<file path="src/rtl/gpio_port_pkg.sv">
package gpio_port_pkg;

    localparam int ADDR_W = 2;

    // Register offsets; the bench and software rely on this map.
    typedef enum logic [ADDR_W-1:0] {
        REG_DATA = 2'd0,
        REG_DIR  = 2'd1,
        REG_PULL = 2'd2,
        REG_NONE = 2'd3
    } gpio_reg_e;

endpackage

</file>
<file path="src/rtl/gpio_regfile.sv">
module gpio_regfile
    import gpio_port_pkg::*;
#(
    parameter int WIDTH = 8
) (
    input  logic             clk,
    input  logic             rst_n,
    input  logic             wr_en,
    input  gpio_reg_e        wr_reg,
    input  logic [WIDTH-1:0] wr_data,
    output logic [WIDTH-1:0] lat_q,
    output logic [WIDTH-1:0] dir_q,
    output logic [WIDTH-1:0] pu_q
);

    logic wr_lat;
    logic wr_dir;
    logic wr_pu;

    always_comb begin
        wr_lat = 1'b0;
        wr_dir = 1'b0;
        wr_pu  = 1'b0;
        unique case (wr_reg)
            REG_DATA: wr_lat = wr_en;
            REG_DIR:  wr_dir = wr_en;
            REG_PULL: wr_pu  = wr_en;
            REG_NONE: ;
            default:  ;
        endcase
    end

    always_ff @(posedge clk or negedge rst_n) begin
        if (!rst_n) begin
            lat_q <= '0;
            dir_q <= '0;
            pu_q  <= '0;
        end else begin
            if (wr_lat) lat_q <= wr_data;
            if (wr_dir) dir_q <= wr_data;
            if (wr_pu)  pu_q  <= wr_data;
        end
    end

endmodule

</file>
<file path="src/rtl/gpio_sync.sv">
module gpio_sync #(
    parameter int WIDTH  = 8,
    parameter int STAGES = 2
) (
    input  logic             clk,
    input  logic             rst_n,
    input  logic [WIDTH-1:0] d,
    output logic [WIDTH-1:0] q
);

    logic [WIDTH-1:0] chain [STAGES];

    always_ff @(posedge clk or negedge rst_n) begin
        if (!rst_n) begin
            for (int s = 0; s < STAGES; s++) chain[s] <= '0;
        end else begin
            chain[0] <= d;
            for (int s = 1; s < STAGES; s++) chain[s] <= chain[s-1];
        end
    end

    assign q = chain[STAGES-1];

endmodule

</file>
<file path="src/rtl/gpio_pin_mux.sv">
module gpio_pin_mux #(
    parameter int WIDTH = 8
) (
    input  logic [WIDTH-1:0] lat_q,
    input  logic [WIDTH-1:0] dir_q,
    input  logic [WIDTH-1:0] pu_q,
    input  logic [WIDTH-1:0] alt_sel,
    input  logic [WIDTH-1:0] alt_out,
    input  logic [WIDTH-1:0] alt_oe,
    output logic [WIDTH-1:0] pad_out,
    output logic [WIDTH-1:0] pad_oe,
    output logic [WIDTH-1:0] pad_pu
);

    for (genvar i = 0; i < WIDTH; i++) begin : g_pin
        logic oe_eff;
        assign oe_eff     = alt_sel[i] ? alt_oe[i]  : dir_q[i];
        assign pad_oe[i]  = oe_eff;
        assign pad_out[i] = alt_sel[i] ? alt_out[i] : lat_q[i];
        assign pad_pu[i]  = pu_q[i] & ~oe_eff;
    end

endmodule

</file>
<file path="src/rtl/gpio_port_ctrl.sv">
module gpio_port_ctrl
    import gpio_port_pkg::*;
#(
    parameter int WIDTH       = 8,
    parameter int SYNC_STAGES = 2
) (
    input  logic              clk,
    input  logic              rst_n,
    input  logic              bus_sel,
    input  logic              bus_wr,
    input  logic [ADDR_W-1:0] bus_addr,
    input  logic [WIDTH-1:0]  bus_wdata,
    output logic [WIDTH-1:0]  bus_rdata,
    input  logic [WIDTH-1:0]  alt_sel,
    input  logic [WIDTH-1:0]  alt_out,
    input  logic [WIDTH-1:0]  alt_oe,
    input  logic [WIDTH-1:0]  pad_in,
    output logic [WIDTH-1:0]  pad_out,
    output logic [WIDTH-1:0]  pad_oe,
    output logic [WIDTH-1:0]  pad_pu
);

    logic [WIDTH-1:0] lat_q;
    logic [WIDTH-1:0] dir_q;
    logic [WIDTH-1:0] pu_q;
    logic [WIDTH-1:0] sync_q;
    gpio_reg_e        reg_sel;

    assign reg_sel = gpio_reg_e'(bus_addr);

    gpio_regfile #(.WIDTH(WIDTH)) u_regs (
        .clk     (clk),
        .rst_n   (rst_n),
        .wr_en   (bus_sel & bus_wr),
        .wr_reg  (reg_sel),
        .wr_data (bus_wdata),
        .lat_q   (lat_q),
        .dir_q   (dir_q),
        .pu_q    (pu_q)
    );

    gpio_sync #(.WIDTH(WIDTH), .STAGES(SYNC_STAGES)) u_sync (
        .clk   (clk),
        .rst_n (rst_n),
        .d     (pad_in),
        .q     (sync_q)
    );

    gpio_pin_mux #(.WIDTH(WIDTH)) u_mux (
        .lat_q   (lat_q),
        .dir_q   (dir_q),
        .pu_q    (pu_q),
        .alt_sel (alt_sel),
        .alt_out (alt_out),
        .alt_oe  (alt_oe),
        .pad_out (pad_out),
        .pad_oe  (pad_oe),
        .pad_pu  (pad_pu)
    );

    // Readback: output pins return the latch, input pins the synced pad.
    always_comb begin
        bus_rdata = '0;
        unique case (reg_sel)
            REG_DATA: bus_rdata = (lat_q & dir_q) | (sync_q & ~dir_q);
            REG_DIR:  bus_rdata = dir_q;
            REG_PULL: bus_rdata = pu_q;
            REG_NONE: bus_rdata = '0;
            default:  bus_rdata = '0;
        endcase
    end

endmodule

</file>
<file path="config.mk">
export PLATFORM = sky130hd
export DESIGN_NAME = gpio_port_ctrl
export DESIGN_NICKNAME = d
export VERILOG_FILES = /design/src/rtl/gpio_port_pkg.sv /design/src/rtl/gpio_regfile.sv /design/src/rtl/gpio_sync.sv /design/src/rtl/gpio_pin_mux.sv /design/src/rtl/gpio_port_ctrl.sv
export SDC_FILE = /design/constraint.sdc
export NUM_CORES = 1
export LEC_CHECK = 0
export ABC_CLOCK_PERIOD_IN_PS = 1000
export BUFFER_PORTS_ARGS = -buffer_cell sky130_fd_sc_hd__buf_4
export CAP_MARGIN = 30
export CORE_MARGIN = 1
export CORE_UTILIZATION = 43
export CTS_CLUSTER_SIZE = 25
export DETAILED_ROUTE_END_ITERATION = 8
export PLACE_DENSITY = 0.86
export SLEW_MARGIN = 10
export SYNTH_ARGS = -nofsm -noshare
export SYNTH_HDL_FRONTEND = slang
export SYNTH_SLANG_ARGS = --single-unit
</file>
<file path="constraint.sdc">
create_clock -name clk -period 1 [get_ports clk]
set_input_delay 0.2 -clock clk [delete_from_list [all_inputs] [get_ports clk]]
set_output_delay 0.2 -clock clk [all_outputs]
set_load 0.01 [all_outputs]
</file>
-- Word level (Yosys, flattened, before mapping)
Cells that the tools add are included.
- memories kept: 0
- output and inout port bits: 32
- bits of input ports: 46
- latch bits: 0
- memory bits (read-only): 0
- register bits: 40
- logic and storage cells: 50
- RAM bits: 0
- $lt $le $gt $ge: 0
- $add $sub $neg: 0
- mux-type cells: 20
- bitwise operators: 21
- div/mod/pow operators: 0
- shift-type cells: 0
- equality and inequality tests: 3
- reduce and logical (&&, ||, !) cells: 1
- multipliers: 0
- operators by type and width (cell ; count):
    8-bit one-hot mux with 4 select lines ; 1
    1-bit 2-to-1 mux ; 19
    8-bit bitwise AND ; 2
    1-bit bitwise AND ; 9
    1-bit inverter ; 8
    8-bit inverter ; 1
    8-bit bitwise OR ; 1
    2-bit == test (second input constant) ; 2
    2-bit by 1-bit == test with 1-bit output (second input constant) ; 1
    2-bit zero test ; 1

-- Longest topological paths before layout
Gate-level depths: netlist of run 1.
- depth in word-level cells: 4
- gate-level depth with buffers: 5
- gate-level depth less buffers: 3

-- By module
From an unflattened synthesis of run 1, not the netlist that was laid out.
- cells, all modules: 153
- area, all modules: 1970.6 µm²
- by module, submodules not included (module ; times used ; area each (µm²) ; cells an instance):
    gpio_regfile ; 1 ; 912.1 ; 51
    gpio_sync ; 1 ; 460.4 ; 24
    gpio_pin_mux ; 1 ; 350.3 ; 40
    gpio_port_ctrl ; 1 ; 247.7 ; 38

-- Least setup slack after synthesis of run 1
Ideal clock, no wire load.
- path kind: input-to-reg
- from: input port bus_addr[1]
- to: register u_regs.lat_q[0]
- buffers on the path: 1
- stages on the path: 3
- data required time: 875 ps
- arrival time: 1030 ps
- setup slack: -154 ps
- library setup time: 125 ps
- cells stage by stage: buf_4 -> nor3_4 -> mux2_2
- word-level cells in the longest chain between the ends: 2
- RTL lines (what ; RTL line ; RTL):
    start: declaration ; gpio_port_ctrl.sv:11 ; input logic [ADDR_W-1:0] bus_addr,
    2-bit zero test ; gpio_regfile.sv:24 ; unique case (wr_reg)
    1-bit 2-to-1 mux ; gpio_regfile.sv:24 ;
    end signal: assignment ; gpio_regfile.sv:39 ; if (wr_lat) lat_q <= wr_data;
    end: declaration ; gpio_regfile.sv:11 ; output logic [WIDTH-1:0] lat_q,
No other way between the ends.
A chain may end at the register's enable or synchronous reset.

-- Worst setup path in the final report of run 1
- from: register u_regs.dir_q[5]
- to: output port pad_pu[5]
- word-level cells in the longest chain between the ends: 3
- RTL lines (what ; RTL line ; RTL):
    start: declaration ; gpio_regfile.sv:12 ; output logic [WIDTH-1:0] dir_q,
    start signal: assignment ; gpio_regfile.sv:40 ; if (wr_dir) dir_q <= wr_data;
    1-bit 2-to-1 mux ; gpio_pin_mux.sv:17 ; assign oe_eff = alt_sel[i] ? alt_oe[i] : dir_q[i];
    1-bit inverter ; gpio_pin_mux.sv:20 ; assign pad_pu[i] = pu_q[i] & ~oe_eff;
    1-bit bitwise AND ; gpio_pin_mux.sv:20 ;
    end: declaration ; gpio_port_ctrl.sv:20 ; output logic [WIDTH-1:0] pad_pu
No other way between the ends.

==> results.yml, run 1 <==
timing:
  timing.final.ws_setup_ns: -0.409
  hold_viol: 0
  achievable-frequency_mhz: 710
  max_slew.worst_pin.slew_ns: 0.490
  finalHoldWorstSlack_ns: 0.0172
  timing.final.setup_violations: 34
  final_report_max_slew_violation_count: 0
  finClkSkew_ns: 0.00276
  layout_min_cycle_time_ns: 1.41
  rsz0062_at_grt: "true"
  setup_total_negative_slack_ns: -11.29
  max_slew_margin: 0.674
  min_period_over_period: 1.41
yosys:
  synthDistinctLibCells: 16
  yosys_most_used_dff: "dfrtp_1"
  synth.yosys.seq_area_share: 0.534
  syn_area_per_cell_um2: 12.3
  ys_seq_elements: 40
  synth_area_mm2: 0.00187
  synth_edf_count: 0
  synth_largest_area_cell: "dfrtp_1"
  syn-num-nets: 199
  ys.warnings.count: 0
  netlist_instances: 153
  commonest_cells_post_synth: "40 x dfrtp_1, 40 x mux2_2, 15 x nor2_1"
  synth.top_cell.area_share: 0.534
  ys_top_cells_by_area: "dfrtp_1 53%, mux2_2 24%, buf_4 3.6%"
  async_flop_share: 1.00
placed_design:
  place_inst: 281
  buffers_added_on_ports: 77
  preCtsSetupSlack_ns: -0.281
  placement_cell_area_mm2: 0.00258
  gp_congestion: 0.754
  place_hpwl_um: 3010
power:
  switchingPower_mw: 1.35
  share_of_total_power_consumed_by_net_switching: 0.281
  power.total_mw: 4.79
  worst_ir_drop_vdd_v: 0.00111
  combinationalPowerShare: 0.344
  power.density_mw_per_mm2: 1660
  internal_power_mw: 3.45
  power.static_leakage_nw: 1.42
  power.clock.fraction: 0.224
  p_seq_frac: 0.432
setup_path:
  worstSetupPathType: "reg -> out"
  cp_max_fo: 4
  worst_setup_path_end_kind: "output port"
  critical_path_required_ns: 0.80
  startpoint_class_of_the_critical_path: "flop"
  timing.critical_path.arrival_ns: 1.21
clock_network:
  clk_pin_slew_worst_setup_hold_paths_ns: 0.07
  cts_tree: "yes"
  tritoncts.num_buffers: 5
  clock_insertion_delay_worst_skew_ns: 0.29
  cts.sink_count: 40
  clockRootBuffer: "clkbuf_8"
  cts_htree_levels: 2
  clock_path_buffers: 2
final_layout:
  multi_input_comb_area_um2: 867
  total_inserted_antenna_cells: 0
  layout-drive-gt1-share: 0.685
  layout.cell_area.non_filler_mm2: 0.00288
  area_growth_syn_to_layout_pct: 53.8
  layout.nets: 293
  filler_cell_count: 323
  post_layout_nonfiller_instances: 298
  layout.area.seq_mm2: 0.00100
  fin_util: 0.705
die:
  core.rowCount: 23
  die_x_um: 68.0
  die_h_um: 68.0
  fp.coreArea_mm2: 0.00409
  initial_utilization: 0.459
  dieArea_mm2: 0.00463
  ioPinCount: 78
grt:
  overflow: 0
  maximum_number_of_pins_on_one_net_before_global_route_repair: 41
  grt_use_total: 0.198
  via_count_of_the_first_global_routing_pass: 1475
  grt_pass1_wl_um: 6610
  antenna_found_initial: 0
detailed_routing:
  wl_um: 4170
  drt-pass1-iter-count: 4
  iteration_0_drc_count_of_the_detailed_router: 42
  ant_nets: 0
  detail_route.vias_per_cell: 4.90
  route.detailed.drc: 0
  via_count: 1460
  wl_per_cell_um: 14.0
status:
  status: "finished with violations"
  violations: "negative setup slack"
worst_hold_path:
  worst_hold_path_type: "in -> reg"
run:
  maxCapViolCount: 0
==> timing repair <==
action	CTS	global route
cloned	0	0
hold endpoints to repair	40	0
pin swaps	11	8
gates resized for setup	31	9
setup buffers	3	5
endpoints found under the setup margin	32	32
hold buffers	1	0
==> cells in the final DEF (no fill, tap or decap), drive strengths merged <==
master	n
a21oi	7
buf	98
clkbuf	6
clkinv	2
dfrtp	40
dlygate4sd3	1
inv	9
mux2	40
nand2	9
nand3	1
nand4b	1
nor2	15
nor2b	1
nor3	1
o21a	7
o21ai	9
o31a	1
==> flip-flops by register name, indices dropped and copies added (netlist names) <==
| name | flops |
|---|---|
| u_regs.dir_q | 8 |
| u_regs.lat_q | 8 |
| u_regs.pu_q | 8 |
| u_sync.chain | 8 |
| u_sync.q | 8 |
==> logic make-up (layout without fill, tap and decap cells) <==
kind of cell	Yosys count	in the layout	share of synthesized area
multiplexers	40	40	0.240
AO/OA/AOI/OAI	24	24	0.0754
buffers and inverters	21	116	0.0688
flip-flops	40	40	0.534
AND/OR/NAND/NOR	28	28	0.0814
==> power by group through the flow <==
stage               Combinational [mW]  Clock, mW  Sequential (mW)
floorplan                        0.835          0             2.02
global placement                  1.33          0             2.09
detailed placement                1.36          0             2.09
CTS                               1.55       1.10             2.06
global route                      1.79       1.17             2.11
finish                            1.65       1.07             2.07
==> layer usage <==
metal / wire length (µm) / track usage / up-vias
met5: 0 / 0 / -
met4: 108 / 0.0990 / 0
met2: 2210 / 0.336 / 52
met3: 235 / 0.0417 / 13
li1: - / - / 707
met1: 1620 / 0.236 / 688
==> worst paths after layout <==
check                                                 start                     endpoint  slack (ns)  cells past startpoint
worst max-delay path            u_regs.dir_q[5]$_DFFE_PN0P_                    pad_pu[5]       -0.41                      3
worst min-delay path                              pad_in[6]   u_sync.chain[14]$_DFF_PN0_        0.02                      1
worst max register to register  u_regs.lat_q[2]$_DFFE_PN0P_  u_regs.lat_q[2]$_DFFE_PN0P_       -0.03                      3
worst min register to register   u_sync.chain[13]$_DFF_PN0_        u_sync.q[5]$_DFF_PN0_        0.35                      0
max in group asynchronous                             rst_n        u_sync.q[0]$_DFF_PN0_        0.25                      2
min in group asynchronous                             rst_n   u_sync.chain[13]$_DFF_PN0_        0.41                      2
==> cell type report <==
cell class / count / area share
Clock buffer: 6 / 0.0286
Clock inverter: 2 / 0.00347
Inverter: 9 / 0.0117
Multi-Input combinational cell: 92 / 0.301
Sequential cell: 40 / 0.347
Tap cell: 50 / 0.0217
Timing Repair Buffer: 99 / 0.286
==> critical path: stages (launching register included) <==
cell and delay, ns:
dfrtp_1 0.42, mux2_4 0.30, nor2_2 0.08, buf_4 0.12
Note: power is estimated with default switching activity, not from simulation.
==> run 2, diff against run 1 <==
- ABC_CLOCK_PERIOD_IN_PS: 1000 -> 1700
- CORE_UTILIZATION: 43 -> 51
- PLACE_DENSITY: 0.86 -> 0.94
- SETUP_SLACK_MARGIN: unset -> 0.02
- clock period: 1 -> 1.7 ns (I/O delays scaled with it)
==> run 2 against run 1 <==
The flow now finishes without violations. Sequential share of layout area up 4.0 points. Combinational power decreased by 50%. First-iteration DRC count decreased by 26%. Hold slack better by 0.065 ns. Critical path depth unchanged. Sequential power decreased by 41%. Setup slack improved by 0.44 ns. Register-to-register slack gained 0.84 ns. Total power shrank 47%. Via count shrank 1.3%. Clock skew decreased by 0.0016 ns. Die area down 15%.
==> results.yml, run 2 (synthesis results as in run 1) <==
final_layout:
  area_growth_syn_to_layout_pct: 38.1
  filler_cell_count: 225
  total_inserted_antenna_cells: 0
  fin_util: 0.758
  layout.cell_area.non_filler_mm2: 0.00259
  layout.cells.most_common: "buf_4"
  post_layout_nonfiller_instances: 278
  layout.cells.most_common_list: "81 x buf_4, 40 x dfrtp_1, 36 x mux2_2"
  layout.nets: 277
  layout-drive-gt1-share: 0.638
detailed_routing:
  ant_nets: 0
  wl_um: 4220
  detail_route.vias_per_cell: 5.18
  via_count: 1441
  route.detailed.drc: 0
  iteration_0_drc_count_of_the_detailed_router: 31
  drt-pass1-iter-count: 4
  wl_per_cell_um: 15.2
power:
  worst_ir_drop_vdd_v: 0.000736
  power.static_leakage_nw: 1.24
  power.total_mw: 2.55
  power.density_mw_per_mm2: 985
timing:
  timing.final.ws_setup_ns: 0.0327
  finClkSkew_ns: 0.00119
  final_report_max_slew_violation_count: 0
  timing.final.setup_violations: 0
  hold_viol: 0
  min_period_over_period: 0.981
  layout_min_cycle_time_ns: 1.67
  setup_total_negative_slack_ns: 0
  max_slew_margin: 0.679
  finalHoldWorstSlack_ns: 0.0817
  achievable-frequency_mhz: 600
  max_slew.worst_pin.slew_ns: 0.482
  rsz0062_at_grt: "true"
status:
  status: "completed"
grt:
  antenna_found_initial: 0
  grt_pass1_wl_um: 6450
  overflow: 0
  via_count_of_the_first_global_routing_pass: 1441
  maximum_number_of_pins_on_one_net_before_global_route_repair: 41
  grt_use_total: 0.221
clock_network:
  clk_pin_slew_worst_setup_hold_paths_ns: 0.11
  cts_htree_levels: 2
  cts_tree: "yes"
  clockRootBuffer: "clkbuf_4"
  cts.sink_count: 40
  clock_insertion_delay_worst_skew_ns: 0.35
  tritoncts.num_buffers: 5
  clock_path_buffers: 2
setup_path:
  standard_cell_with_the_maximum_stage_delay_on_the_critical_path: "dfrtp_1"
  worstSetupPathType: "reg -> out"
  worst_setup_path_end_kind: "output port"
  timing.critical_path.arrival_ns: 1.33
  critical_path_required_ns: 1.36
  max_stage_delay_ns: 0.44
  worstPathCellList: "mux2_2 -> nor2_2 -> buf_4"
  cp_max_fo: 4
  cp_top_family: "flip-flops"
  critPathBufInv: 1
  timing.reg2reg.setup_slack_ns: 0.81
  startpoint_class_of_the_critical_path: "flop"
placed_design:
  gp_congestion: 0.775
  place_hpwl_um: 2970
  place_inst: 266
  buffers_added_on_ports: 77
  preCtsSetupSlack_ns: 0.120
  placement_cell_area_mm2: 0.00243
die:
  fp.coreArea_mm2: 0.00342
  die_h_um: 62.6
  die_x_um: 62.6
  dieArea_mm2: 0.00392
  ioPinCount: 78
  core.rowCount: 21
  initial_utilization: 0.549
worst_hold_path:
  worst_hold_path_type: "in -> reg"
run:
  maxCapViolCount: 0
run 2: per-layer routing:
metal  routed length [µm]  global-route usage
met1                 1690               0.242
met2                 2210               0.380
met3                  209              0.0693
met4                  114               0.119
met5                    0                   0
run 2: layout make-up:
| type | instances | area, µm² | area share |
|---|---|---|---|
| Clock buffer | 7 | 55.1 | 0.0213 |
| Clock inverter | 1 | 7.51 | 0.00290 |
| Sequential cell | 40 | 1000 | 0.387 |
| Timing Repair Buffer | 83 | 629 | 0.243 |
| Tap cell | 46 | 57.6 | 0.0222 |
| Multi-Input combinational cell | 92 | 803 | 0.310 |
| Inverter | 9 | 33.8 | 0.0131 |
run 2: worst paths after layout:
path                                             startpoint                           to  cells past startpoint
worst max-delay path            u_regs.dir_q[3]$_DFFE_PN0P_                    pad_pu[3]                      3
worst min-delay path                              pad_in[1]    u_sync.chain[9]$_DFF_PN0_                      1
worst max register to register  u_regs.lat_q[4]$_DFFE_PN0P_  u_regs.lat_q[4]$_DFFE_PN0P_                      2
worst min register to register   u_sync.chain[13]$_DFF_PN0_        u_sync.q[5]$_DFF_PN0_                      0
max in group asynchronous                             rst_n        u_sync.q[0]$_DFF_PN0_                      2
min in group asynchronous                             rst_n   u_sync.chain[14]$_DFF_PN0_                      2
run 2: timing repair:
| item | 4_1_cts | 5_1_grt |
|---|---|---|
| pin swaps | 2 | 8 |
| setup endpoints to repair | 1 | 15 |
| hold buffers | 1 | 0 |
| setup buffers | 0 | 3 |
| resized for setup | 1 | 28 |
| hold endpoints to repair | 40 | 0 |
run 2: report_power, final:
part	total, mW	internal (mW)	switching, mW
Sequential	1.22	1.10	0.120
Clock	0.506	0.202	0.303
Combinational	0.826	0.485	0.341
Total	2.55	1.78	0.765
